### src/rtl/pair_issue_pkg.sv
package pair_issue_pkg;

   localparam int NPIPE = 2;

   typedef enum logic {
      PIPE_EVEN = 1'b0,
      PIPE_ODD  = 1'b1
   } pipe_e;

   typedef struct packed {
      pipe_e pipe;
      logic  mem;
   } slot_attr_t;

endpackage

### src/rtl/pair_issue_hold.sv
module pair_issue_hold
   import pair_issue_pkg::*;
#(
   parameter int INSN_W = 128
) (
   input  logic              clk,
   input  logic              rst_n,
   input  logic              load,
   input  logic              vld0_in,
   input  logic              vld1_in,
   input  slot_attr_t        attr0_in,
   input  slot_attr_t        attr1_in,
   input  logic [INSN_W-1:0] insn0_in,
   input  logic [INSN_W-1:0] insn1_in,
   input  logic              go0,
   input  logic              go1,
   output logic              pend0,
   output logic              pend1,
   output slot_attr_t        attr0,
   output slot_attr_t        attr1,
   output logic [INSN_W-1:0] insn0,
   output logic [INSN_W-1:0] insn1
);

   // pending flags: a new pair replaces the old one, issue clears a slot
   always_ff @(posedge clk or negedge rst_n) begin
      if (!rst_n) begin
         pend0 <= 1'b0;
         pend1 <= 1'b0;
      end else if (load) begin
         pend0 <= vld0_in;
         pend1 <= vld1_in;
      end else begin
         if (go0) pend0 <= 1'b0;
         if (go1) pend1 <= 1'b0;
      end
   end

   // payload carries no reset, it is qualified by the pending flags
   always_ff @(posedge clk) begin
      if (load) begin
         attr0 <= attr0_in;
         attr1 <= attr1_in;
         insn0 <= insn0_in;
         insn1 <= insn1_in;
      end
   end

endmodule

### src/rtl/pair_issue_rules.sv
module pair_issue_rules
   import pair_issue_pkg::*;
(
   input  logic       pend0,
   input  logic       pend1,
   input  slot_attr_t attr0,
   input  slot_attr_t attr1,
   input  logic       stall,
   input  logic       ls_avail,
   output logic       go0,
   output logic       go1,
   output logic       all_done
);

   logic ready0;
   logic ready1;
   logic slot_fit;
   logic mem_clash;

   always_comb begin
      // a slot is ready on its own when no stall and, for an access, a free slot
      ready0    = !stall && (!attr0.mem || ls_avail);
      ready1    = !stall && (!attr1.mem || ls_avail);
      // pairing depends on slot position, one local-store cycle per clock
      slot_fit  = (attr0.pipe == PIPE_EVEN) && (attr1.pipe == PIPE_ODD);
      mem_clash = attr0.mem && attr1.mem;

      go0 = pend0 && ready0;
      if (pend0)
         go1 = pend1 && ready1 && go0 && slot_fit && !mem_clash;
      else
         go1 = pend1 && ready1;

      all_done = (!pend0 || go0) && (!pend1 || go1);
   end

endmodule

### src/rtl/pair_issue_route.sv
module pair_issue_route
   import pair_issue_pkg::*;
#(
   parameter int INSN_W = 128
) (
   input  logic                          go0,
   input  logic                          go1,
   input  slot_attr_t                    attr0,
   input  slot_attr_t                    attr1,
   input  logic [INSN_W-1:0]             insn0,
   input  logic [INSN_W-1:0]             insn1,
   output logic [NPIPE-1:0]              vld,
   output logic [NPIPE-1:0]              mem,
   output logic [NPIPE-1:0][INSN_W-1:0]  insn
);

   // one steering slice per pipe; index 0 is the even pipe
   for (genvar p = 0; p < NPIPE; p++) begin : g_pipe
      logic take0;
      logic take1;

      assign take0   = go0 && (attr0.pipe == pipe_e'(1'(p)));
      assign take1   = go1 && (attr1.pipe == pipe_e'(1'(p)));
      assign vld[p]  = take0 || take1;
      assign mem[p]  = (take0 && attr0.mem) || (take1 && attr1.mem);
      assign insn[p] = take0 ? insn0 : insn1;
   end

endmodule

### src/rtl/pair_issue_delay.sv
module pair_issue_delay #(
   parameter int FLAG_W = 4,
   parameter int DATA_W = 256,
   parameter int LAT    = 3
) (
   input  logic              clk,
   input  logic              rst_n,
   input  logic [FLAG_W-1:0] flag_in,
   input  logic [DATA_W-1:0] data_in,
   output logic [FLAG_W-1:0] flag_out,
   output logic [DATA_W-1:0] data_out
);

   logic [FLAG_W-1:0] f_q [LAT];
   logic [DATA_W-1:0] d_q [LAT];

   if (LAT == 1) begin : g_single
      always_ff @(posedge clk or negedge rst_n) begin
         if (!rst_n) f_q[0] <= '0;
         else        f_q[0] <= flag_in;
      end
      always_ff @(posedge clk) d_q[0] <= data_in;
   end else begin : g_chain
      always_ff @(posedge clk or negedge rst_n) begin
         if (!rst_n) begin
            for (int s = 0; s < LAT; s++) f_q[s] <= '0;
         end else begin
            f_q[0] <= flag_in;
            for (int s = 1; s < LAT; s++) f_q[s] <= f_q[s-1];
         end
      end
      always_ff @(posedge clk) begin
         d_q[0] <= data_in;
         for (int s = 1; s < LAT; s++) d_q[s] <= d_q[s-1];
      end
   end

   assign flag_out = f_q[LAT-1];
   assign data_out = d_q[LAT-1];

endmodule

### src/rtl/pair_issue.sv
module pair_issue
   import pair_issue_pkg::*;
#(
   parameter int INSN_W    = 128,
   parameter int WORD_W    = 32,
   parameter int ISSUE_LAT = 3
) (
   input  logic              clk,
   input  logic              rst_n,
   input  logic              pair_valid,
   output logic              pair_ready,
   input  logic              s0_vld,
   input  logic              s0_pipe,
   input  logic              s0_mem,
   input  logic [INSN_W-1:0] s0_insn,
   input  logic              s1_vld,
   input  logic              s1_pipe,
   input  logic              s1_mem,
   input  logic [INSN_W-1:0] s1_insn,
   input  logic              ls_avail,
   input  logic              hz_stall,
   output logic              ev_vld,
   output logic              ev_mem,
   output logic [INSN_W-1:0] ev_insn,
   output logic              od_vld,
   output logic              od_mem,
   output logic [INSN_W-1:0] od_insn
);

   localparam int WORDS  = INSN_W / WORD_W;
   localparam int FLAG_W = 2 * NPIPE;
   localparam int DATA_W = NPIPE * INSN_W;

   if (WORDS < 1 || WORDS * WORD_W != INSN_W) begin : g_bad_width
      $error("pair_issue: INSN_W must be a whole number of WORD_W words");
   end
   if (ISSUE_LAT < 1) begin : g_bad_lat
      $error("pair_issue: ISSUE_LAT must be at least one");
   end

   slot_attr_t        a0_in;
   slot_attr_t        a1_in;
   slot_attr_t        a0;
   slot_attr_t        a1;
   logic              load;
   logic              pend0;
   logic              pend1;
   logic              go0;
   logic              go1;
   logic              all_done;
   logic [INSN_W-1:0] h_insn0;
   logic [INSN_W-1:0] h_insn1;

   logic [NPIPE-1:0]             r_vld;
   logic [NPIPE-1:0]             r_mem;
   logic [NPIPE-1:0][INSN_W-1:0] r_insn;
   logic [FLAG_W-1:0]            q_flag;
   logic [DATA_W-1:0]            q_data;

   assign a0_in.pipe = pipe_e'(s0_pipe);
   assign a0_in.mem  = s0_mem;
   assign a1_in.pipe = pipe_e'(s1_pipe);
   assign a1_in.mem  = s1_mem;

   assign pair_ready = all_done;
   assign load       = pair_valid && all_done;

   pair_issue_hold #(.INSN_W(INSN_W)) u_hold (
      .clk      (clk),
      .rst_n    (rst_n),
      .load     (load),
      .vld0_in  (s0_vld),
      .vld1_in  (s1_vld),
      .attr0_in (a0_in),
      .attr1_in (a1_in),
      .insn0_in (s0_insn),
      .insn1_in (s1_insn),
      .go0      (go0),
      .go1      (go1),
      .pend0    (pend0),
      .pend1    (pend1),
      .attr0    (a0),
      .attr1    (a1),
      .insn0    (h_insn0),
      .insn1    (h_insn1)
   );

   pair_issue_rules u_rules (
      .pend0    (pend0),
      .pend1    (pend1),
      .attr0    (a0),
      .attr1    (a1),
      .stall    (hz_stall),
      .ls_avail (ls_avail),
      .go0      (go0),
      .go1      (go1),
      .all_done (all_done)
   );

   pair_issue_route #(.INSN_W(INSN_W)) u_route (
      .go0   (go0),
      .go1   (go1),
      .attr0 (a0),
      .attr1 (a1),
      .insn0 (h_insn0),
      .insn1 (h_insn1),
      .vld   (r_vld),
      .mem   (r_mem),
      .insn  (r_insn)
   );

   pair_issue_delay #(
      .FLAG_W (FLAG_W),
      .DATA_W (DATA_W),
      .LAT    (ISSUE_LAT)
   ) u_dly (
      .clk      (clk),
      .rst_n    (rst_n),
      .flag_in  ({r_mem, r_vld}),
      .data_in  (r_insn),
      .flag_out (q_flag),
      .data_out (q_data)
   );

   assign ev_vld  = q_flag[0];
   assign od_vld  = q_flag[1];
   assign ev_mem  = q_flag[NPIPE];
   assign od_mem  = q_flag[NPIPE+1];
   assign ev_insn = q_data[INSN_W-1:0];
   assign od_insn = q_data[2*INSN_W-1:INSN_W];

endmodule

### config.mk
export PLATFORM = sky130hd
export DESIGN_NAME = pair_issue
export DESIGN_NICKNAME = d
export VERILOG_FILES = /design/src/rtl/pair_issue_pkg.sv /design/src/rtl/pair_issue_hold.sv /design/src/rtl/pair_issue_rules.sv /design/src/rtl/pair_issue_route.sv /design/src/rtl/pair_issue_delay.sv /design/src/rtl/pair_issue.sv
export SDC_FILE = /design/constraint.sdc
export NUM_CORES = 1
export LEC_CHECK = 0
export BUFFER_PORTS_ARGS = -buffer_cell sky130_fd_sc_hd__buf_2
export CAP_MARGIN = 20
export CORE_ASPECT_RATIO = 1.75
export CORE_MARGIN = 5
export CORE_UTILIZATION = 49
export DETAILED_ROUTE_END_ITERATION = 10
export GPL_TIMING_DRIVEN = 0
export PLACE_DENSITY = 0.71
export SYNTH_ARGS = -nofsm -noshare
export SYNTH_HDL_FRONTEND = slang
export SYNTH_HIERARCHICAL = 1
export SYNTH_SLANG_ARGS = --single-unit
### constraint.sdc
create_clock -name clk -period 8.5 [get_ports clk]
set_input_delay 0.425 -clock clk [delete_from_list [all_inputs] [get_ports clk]]
set_output_delay 0.425 -clock clk [all_outputs]
set_load 0.01 [all_outputs]
* Yosys cells after proc, flatten, opt, wreduce, memory -nomap -nowiden
Memories as Yosys holds them, arrays and structs flattened.
Index checks and enable logic that the tools add are counted.
** Operators by class
- Muxes and demuxes :: 7
- Reductions and logical operators :: 35
- Bitwise gates (word level) :: 2
** Operator list (count)
- 2-to-1 mux 128 bit :: 2
- logical AND 1 bit :: 19
- logical OR 1 bit :: 8
- logical NOT 1 bit :: 6
- 2-to-1 mux 1 bit :: 5
- nonzero test 2 bit :: 2
- inverter 1 bit :: 2
** Word-level totals
- Bits in writable memories :: 768
- Memories kept :: 1
- Bits of input ports :: 267
- Flip-flop bits (word level) :: 274
** Memory list
- u_dly.d_q :: depth 3, width 256, rd ports 3, clocked after memory_dff 0, wr ports 3, line pair_issue_delay.sv:15 : logic [DATA_W-1:0] d_q [LAT];

* Logic depth before layout (Yosys ltp)
- Depth in word-level cells :: 12
- Gate-level depth with buffers :: 6
- Mapped depth without buffers :: 6

* By module
The synthesis kept the hierarchy.
** By module, submodules not included
- pair_issue_delay :: times used 1, cells an instance 1040, area each 17626.9 um^2
- pair_issue_hold :: times used 1, cells an instance 267, area each 7885.1 um^2
- pair_issue_route :: times used 1, cells an instance 295, area each 3542.1 um^2
- pair_issue_rules :: times used 1, cells an instance 10, area each 88.8 um^2
- pair_issue :: times used 1, cells an instance 1, area each 6.3 um^2

* Worst setup path after synthesis
OpenSTA, ideal clock, no wires.
- Path type :: reg-to-reg
- Start point :: register, netlist name u_hold/attr0[1]
- End point :: register u_hold.pend0
- Path slack :: 0.698 ns
- Arrival time :: 7.701 ns
- Path buffers :: 0
- Required time :: 8.399 ns
- Stages on the path, launching flop included :: 6
- Cells stage by stage :: edfxtp_1 nand2b_4 a211o_1 a22oi_2 and2_1 a22o_1
** Between the ends
- Cells in the longest elaborated chain, start to end :: 9
- Elaborated cells between the ends (all ways) :: 10
- Those cells by class :: mux (2); bitwise (1); reduce/logical (7)
** RTL lines
- inverter 1 bit (*) :: line pair_issue_rules.sv:25 : slot_fit = (attr0.pipe == PIPE_EVEN) && (attr1.pipe == PIPE_ODD);
- logical AND 1 bit (*) :: line pair_issue_rules.sv:25
- logical AND 1 bit (*) (2 in series) :: line pair_issue_rules.sv:30 : go1 = pend1 && ready1 && go0 && slot_fit && !mem_clash;
- 2-to-1 mux 1 bit (*) :: line pair_issue_rules.sv:29 : if (pend0)
- logical OR 1 bit (*) :: line pair_issue_rules.sv:34 : all_done = (!pend0 || go0) && (!pend1 || go1);
- logical AND 1 bit (*) :: line pair_issue_rules.sv:34
- net pair_ready :: line pair_issue.sv:11 : output logic pair_ready,
- logical AND 1 bit (*) :: line pair_issue.sv:66 : assign load = pair_valid && all_done;
- net load :: line pair_issue.sv:45 : logic load;
- 2-to-1 mux 1 bit or nonzero test 2 bit (tied branches)
- end signal: assignment :: line pair_issue_hold.sv:31 : pend0 <= vld0_in;
- end: declaration :: line pair_issue_hold.sv:17 : output logic pend0,
The timed path passes the listed nets; every way through them passes the cells marked *.
A chain may end at the register's enable or synchronous reset.

* Worst setup path in the final report
- Start point :: register, netlist name u_hold/attr0[1]
- End point :: register u_hold.insn1[50] (enable)
** Between the ends
- Cells in the longest elaborated chain, start to end :: 8
** RTL lines
- inverter 1 bit :: line pair_issue_rules.sv:25
- logical AND 1 bit :: line pair_issue_rules.sv:25
- logical AND 1 bit (2 in series) :: line pair_issue_rules.sv:30
- 2-to-1 mux 1 bit :: line pair_issue_rules.sv:29
- logical OR 1 bit :: line pair_issue_rules.sv:34
- logical AND 1 bit :: line pair_issue_rules.sv:34
- logical AND 1 bit :: line pair_issue.sv:66
- net load :: line pair_issue.sv:45
- end signal: assignment :: line pair_issue_hold.sv:45 : insn1 <= insn1_in;
- end: declaration :: line pair_issue_hold.sv:22 : output logic [INSN_W-1:0] insn1
The timed path passes the listed nets, and every way through them passes these cells.

==> impl_table.tex <==
\begin{tabular}{lr}
\hline
Metric & Value \\
\hline
\multicolumn{2}{l}{\textbf{Run status}} \\
Outcome & finished, final reports clean \\
\multicolumn{2}{l}{\textbf{Timing}} \\
Upper clock frequency limit & 362 MHz \\
Post-layout min period & 2.76 ns \\
Final number of max-transition violations & 0 \\
Final Hold Viols & 0 \\
Share of the clock period used by the worst path & 32.5\% \\
RSZ-0062 raised after global routing & no \\
Total negative slack & 0 ns \\
Slew headroom & 64.7\% \\
Final setup margin & 5.74 ns \\
Actual slew at the worst max-slew pin & 0.528 ns \\
Clock tree skew after final layout & 0.0201 ns \\
Count of endpoints failing setup in the final report & 0 \\
\multicolumn{2}{l}{\textbf{Logic synthesis}} \\
Number of enable-type register cells in the synthesized netlist & 260 \\
Commonest cells post-synth & sky130\_fd\_sc\_hd\_\_dfxtp\_1, sky130\_fd\_sc\_hd\_\_buf\_4, sky130\_fd\_sc\_hd\_\_edfxtp\_1 \\
Register bit count reported by yosys & 1042 \\
Total nets after synthesis & 1880 \\
Most used flip-flop cell after synthesis & sky130\_fd\_sc\_hd\_\_dfxtp\_1 \\
Fraction of post-synthesis cell area in the top cell type by area & 52.7\% \\
Synth area leader & sky130\_fd\_sc\_hd\_\_dfxtp\_1 \\
Fraction of synthesis flops using an asynchronous set or reset pin & 1.34\% \\
Yosys cell types & 26 \\
Synth warn & 6 \\
Synth Area per Inst & 18.1 sq um \\
Top cells by area in the synthesized netlist & sky130\_fd\_sc\_hd\_\_dfxtp\_1, sky130\_fd\_sc\_hd\_\_edfxtp\_1, sky130\_fd\_sc\_hd\_\_buf\_4 \\
Library cell with the highest instance count after synthesis & sky130\_fd\_sc\_hd\_\_dfxtp\_1 \\
Proportion of synthesized chip area in sequential cells & 80.7\% \\
Total standard cell area after synthesis & 29100 sq um \\
Cell count after synthesis & 1613 \\
\multicolumn{2}{l}{\textbf{Critical path}} \\
CP Class & flop to flop \\
CP Launch Type & flop \\
Crit path max fanout & 71 \\
Arrival time of data at the critical path endpoint & 3.04 ns \\
Crit end category & flop \\
Required @ worst endpoint & 8.78 ns \\
\multicolumn{2}{l}{\textbf{Floorplan}} \\
Overall die height & 333 um \\
Horizontal die dimension & 194 um \\
Cell Rows & 118 \\
Standard cell core area & 59100 sq um \\
Area of the die & 64700 sq um \\
Total I/O pin count & 528 \\
Initial Utilization & 49.4\% \\
\multicolumn{2}{l}{\textbf{Drt}} \\
Number of nets still failing antenna checks after routing & 0 \\
Via count & 14700 \\
First-pass iteration count of the detailed router & 5 \\
Drt initial violations & 524 \\
Drt via density & 4.38 \\
Wire length per cell & 18.9 um \\
DRC Markers & 0 \\
Total wirelength of the detailed-routed design & 63600 um \\
\multicolumn{2}{l}{\textbf{Job}} \\
Max capacitance violation total & 0 \\
\multicolumn{2}{l}{\textbf{Global route}} \\
Number of antenna violations at the first check in global routing & 10 \\
Global-route usage over all layers & 19.6\% \\
Largest net degree at the start of global routing & 72 \\
Via count of the first global-routing pass & 16800 \\
Wire length of the first global-routing pass & 97700 um \\
Congestion Overflow GR & 0 \\
\multicolumn{2}{l}{\textbf{Final layout}} \\
Final cell utilization of the core & 65.4\% \\
Synth-to-layout area growth & 32.5\% \\
Net count, final & 2762 \\
Layout cells sized above 1 & 43.8\% \\
Non-filler instance count after layout & 3357 \\
Fillcell total & 3855 \\
\multicolumn{2}{l}{\textbf{Placed design}} \\
Post-DP HPWL & 39100 um \\
Instance count after placement with tap cells included & 2924 \\
Number of buffers inserted by port buffering & 527 \\
Final weighted congestion in routability-driven placement & 0.790 \\
Worst setup timing slack at the placement stage & 5.79 ns \\
\multicolumn{2}{l}{\textbf{Pwr}} \\
Total power per unit cell area & 337 nW/um\^{}2 \\
Peak ir drop on the vdd network & 410 uV \\
PnR Total Power & 13.0 mW \\
Standby leakage power & 16.9 nW \\
\multicolumn{2}{l}{\textbf{Clocking}} \\
Clock network latency to the later pin of the worst-skew pair & 0.64 ns \\
Buffer levels on the longest clock path & 3 \\
Clock tree from TritonCTS & done \\
Number of H-tree levels & 3 \\
Number of buffers added by the clock tree synthesis step & 86 \\
Clk sink count & 1042 \\
Root buffer cell & sky130\_fd\_sc\_hd\_\_clkbuf\_16 \\
Clock slew at reported path FFs & 0.07 ns \\
Setup fix buffers added after clock tree synthesis & 0 \\
\multicolumn{2}{l}{\textbf{Worst hold path}} \\
Path class of the lowest-slack min-delay path & input port to async pin \\
\hline
\end{tabular}
==> cell families after synthesis <==
group / share of synthesized area [%]
buf+inv: 7.52
compound gates: 0.206
simple gates: 0.386
mux: 11.2
flops: 80.7
==> power by group <==
part	internal, mW	total (mW)	switching, mW
registers	6.43	6.85	0.418
logic	1.07	1.96	0.884
clock network	2.42	4.21	1.80
==> flip-flops by register name, summed over array words and instances (netlist names) <==
| register | flops |
|---|---|
| u_hold/insn1 | 128 |
| u_hold/attr1 | 2 |
| u_hold/pend0 | 1 |
| u_dly/flag_out | 4 |
| u_dly/f_q | 8 |
| u_hold/pend1 | 1 |
| u_dly/d_q | 768 |
| u_hold/insn0 | 128 |
| u_hold/attr0 | 2 |
==> worst paths after layout <==
check                                                from                          end  slack (ns)  cells past startpoint
max in group asynchronous                           rst_n  u_dly/flag_out[1]$_DFF_PN0_        8.03                      2
worst min-delay path                                rst_n     u_hold/pend0$_DFFE_PN0P_        0.22                      2
worst max-delay path            u_hold/attr0[1]$_DFFE_PP_   u_hold/insn1[50]$_DFFE_PP_        5.74                      6
min in group clk                                 hz_stall     u_hold/pend0$_DFFE_PN0P_        0.29                      4
worst max register to register  u_hold/attr0[1]$_DFFE_PP_   u_hold/insn1[50]$_DFFE_PP_        5.74                      6
worst min register to register  u_dly/d_q[0][442]$_DFF_P_    u_dly/d_q[0][698]$_DFF_P_        0.32                      0
==> critical path, stage by stage (launching register included) <==
cell and delay, ns:
sky130_fd_sc_hd__edfxtp_1 0.43, sky130_fd_sc_hd__nand2b_4 0.18, sky130_fd_sc_hd__a211o_1 0.31, sky130_fd_sc_hd__a22oi_2 0.24
sky130_fd_sc_hd__and2_4 0.43, sky130_fd_sc_hd__buf_16 0.31, sky130_fd_sc_hd__buf_16 0.33
==> placed cells by master (no fill, tap or decap), types with 2 or more instances in the layout <==
cell                            netlist  final
sky130_fd_sc_hd__nand2_1              5      5
sky130_fd_sc_hd__clkbuf_1             0     17
sky130_fd_sc_hd__inv_1                2      2
sky130_fd_sc_hd__buf_4              270    270
sky130_fd_sc_hd__nand2b_4             2      2
sky130_fd_sc_hd__nand3_1              2      2
sky130_fd_sc_hd__mux2_2              60     60
sky130_fd_sc_hd__clkinv_8             0      2
sky130_fd_sc_hd__clkbuf_16            0     96
sky130_fd_sc_hd__dfrtp_1             14     14
sky130_fd_sc_hd__inv_6                0      5
sky130_fd_sc_hd__edfxtp_1           260    260
sky130_fd_sc_hd__buf_16               0      4
sky130_fd_sc_hd__mux2_4              98     98
sky130_fd_sc_hd__clkinvlp_4           0      2
sky130_fd_sc_hd__buf_6               11     11
sky130_fd_sc_hd__diode_2              0      8
sky130_fd_sc_hd__nand2b_1             2      2
sky130_fd_sc_hd__nor2_1               2      2
sky130_fd_sc_hd__bufinv_16            0      8
sky130_fd_sc_hd__dfxtp_1            768    768
sky130_fd_sc_hd__dlygate4sd3_1        0    263
sky130_fd_sc_hd__inv_16               0      2
sky130_fd_sc_hd__clkbuf_8             0     10
sky130_fd_sc_hd__buf_2                7    534
sky130_fd_sc_hd__mux2_1              98     98
sky130_fd_sc_hd__clkinv_4             0      3
sky130_fd_sc_hd__clkinv_2             0     15
sky130_fd_sc_hd__o21ai_0              2      2
==> final cells by class <==
type | count | area (sq um) | area share, %
multi-input cells | 281 | 3430 | 8.87
plain buffers | 288 | 2190 | 5.66
well taps | 780 | 976 | 2.53
clock buffers | 123 | 2600 | 6.74
repair buffers | 794 | 5380 | 13.9
clock inverters | 39 | 488 | 1.26
inverters | 2 | 7.51 | 0.0194
diodes | 8 | 20.0 | 0.0518
flip-flops and latches | 1042 | 23500 | 60.9
==> per-stage QoR <==
step,cell area [sq um],hold WS (ns)
2_1_floorplan,29100,0.129
3_3_place_gp,32800,0.310
3_5_place_dp,32900,0.312
4_1_cts,38600,0.168
5_1_grt,38600,0.210
6_report,38600,0.224
==> metal layers <==
metal | vias up | share of wire (%) | track usage (%)
met4 | 4 | 3.7 | 8.44
met3 | 127 | 7.9 | 6.46
met5 | - | 0.046 | 0
li1 | 6963 | - | -
met2 | 602 | 52 | 34.9
met1 | 7012 | 36 | 21.3
==> what timing repair did <==
action,in CTS,in global routing
endpoints found under the hold margin,276,0
hold buffers,263,0
resized for setup,0,0
Power figures use the tool's default switching activity.
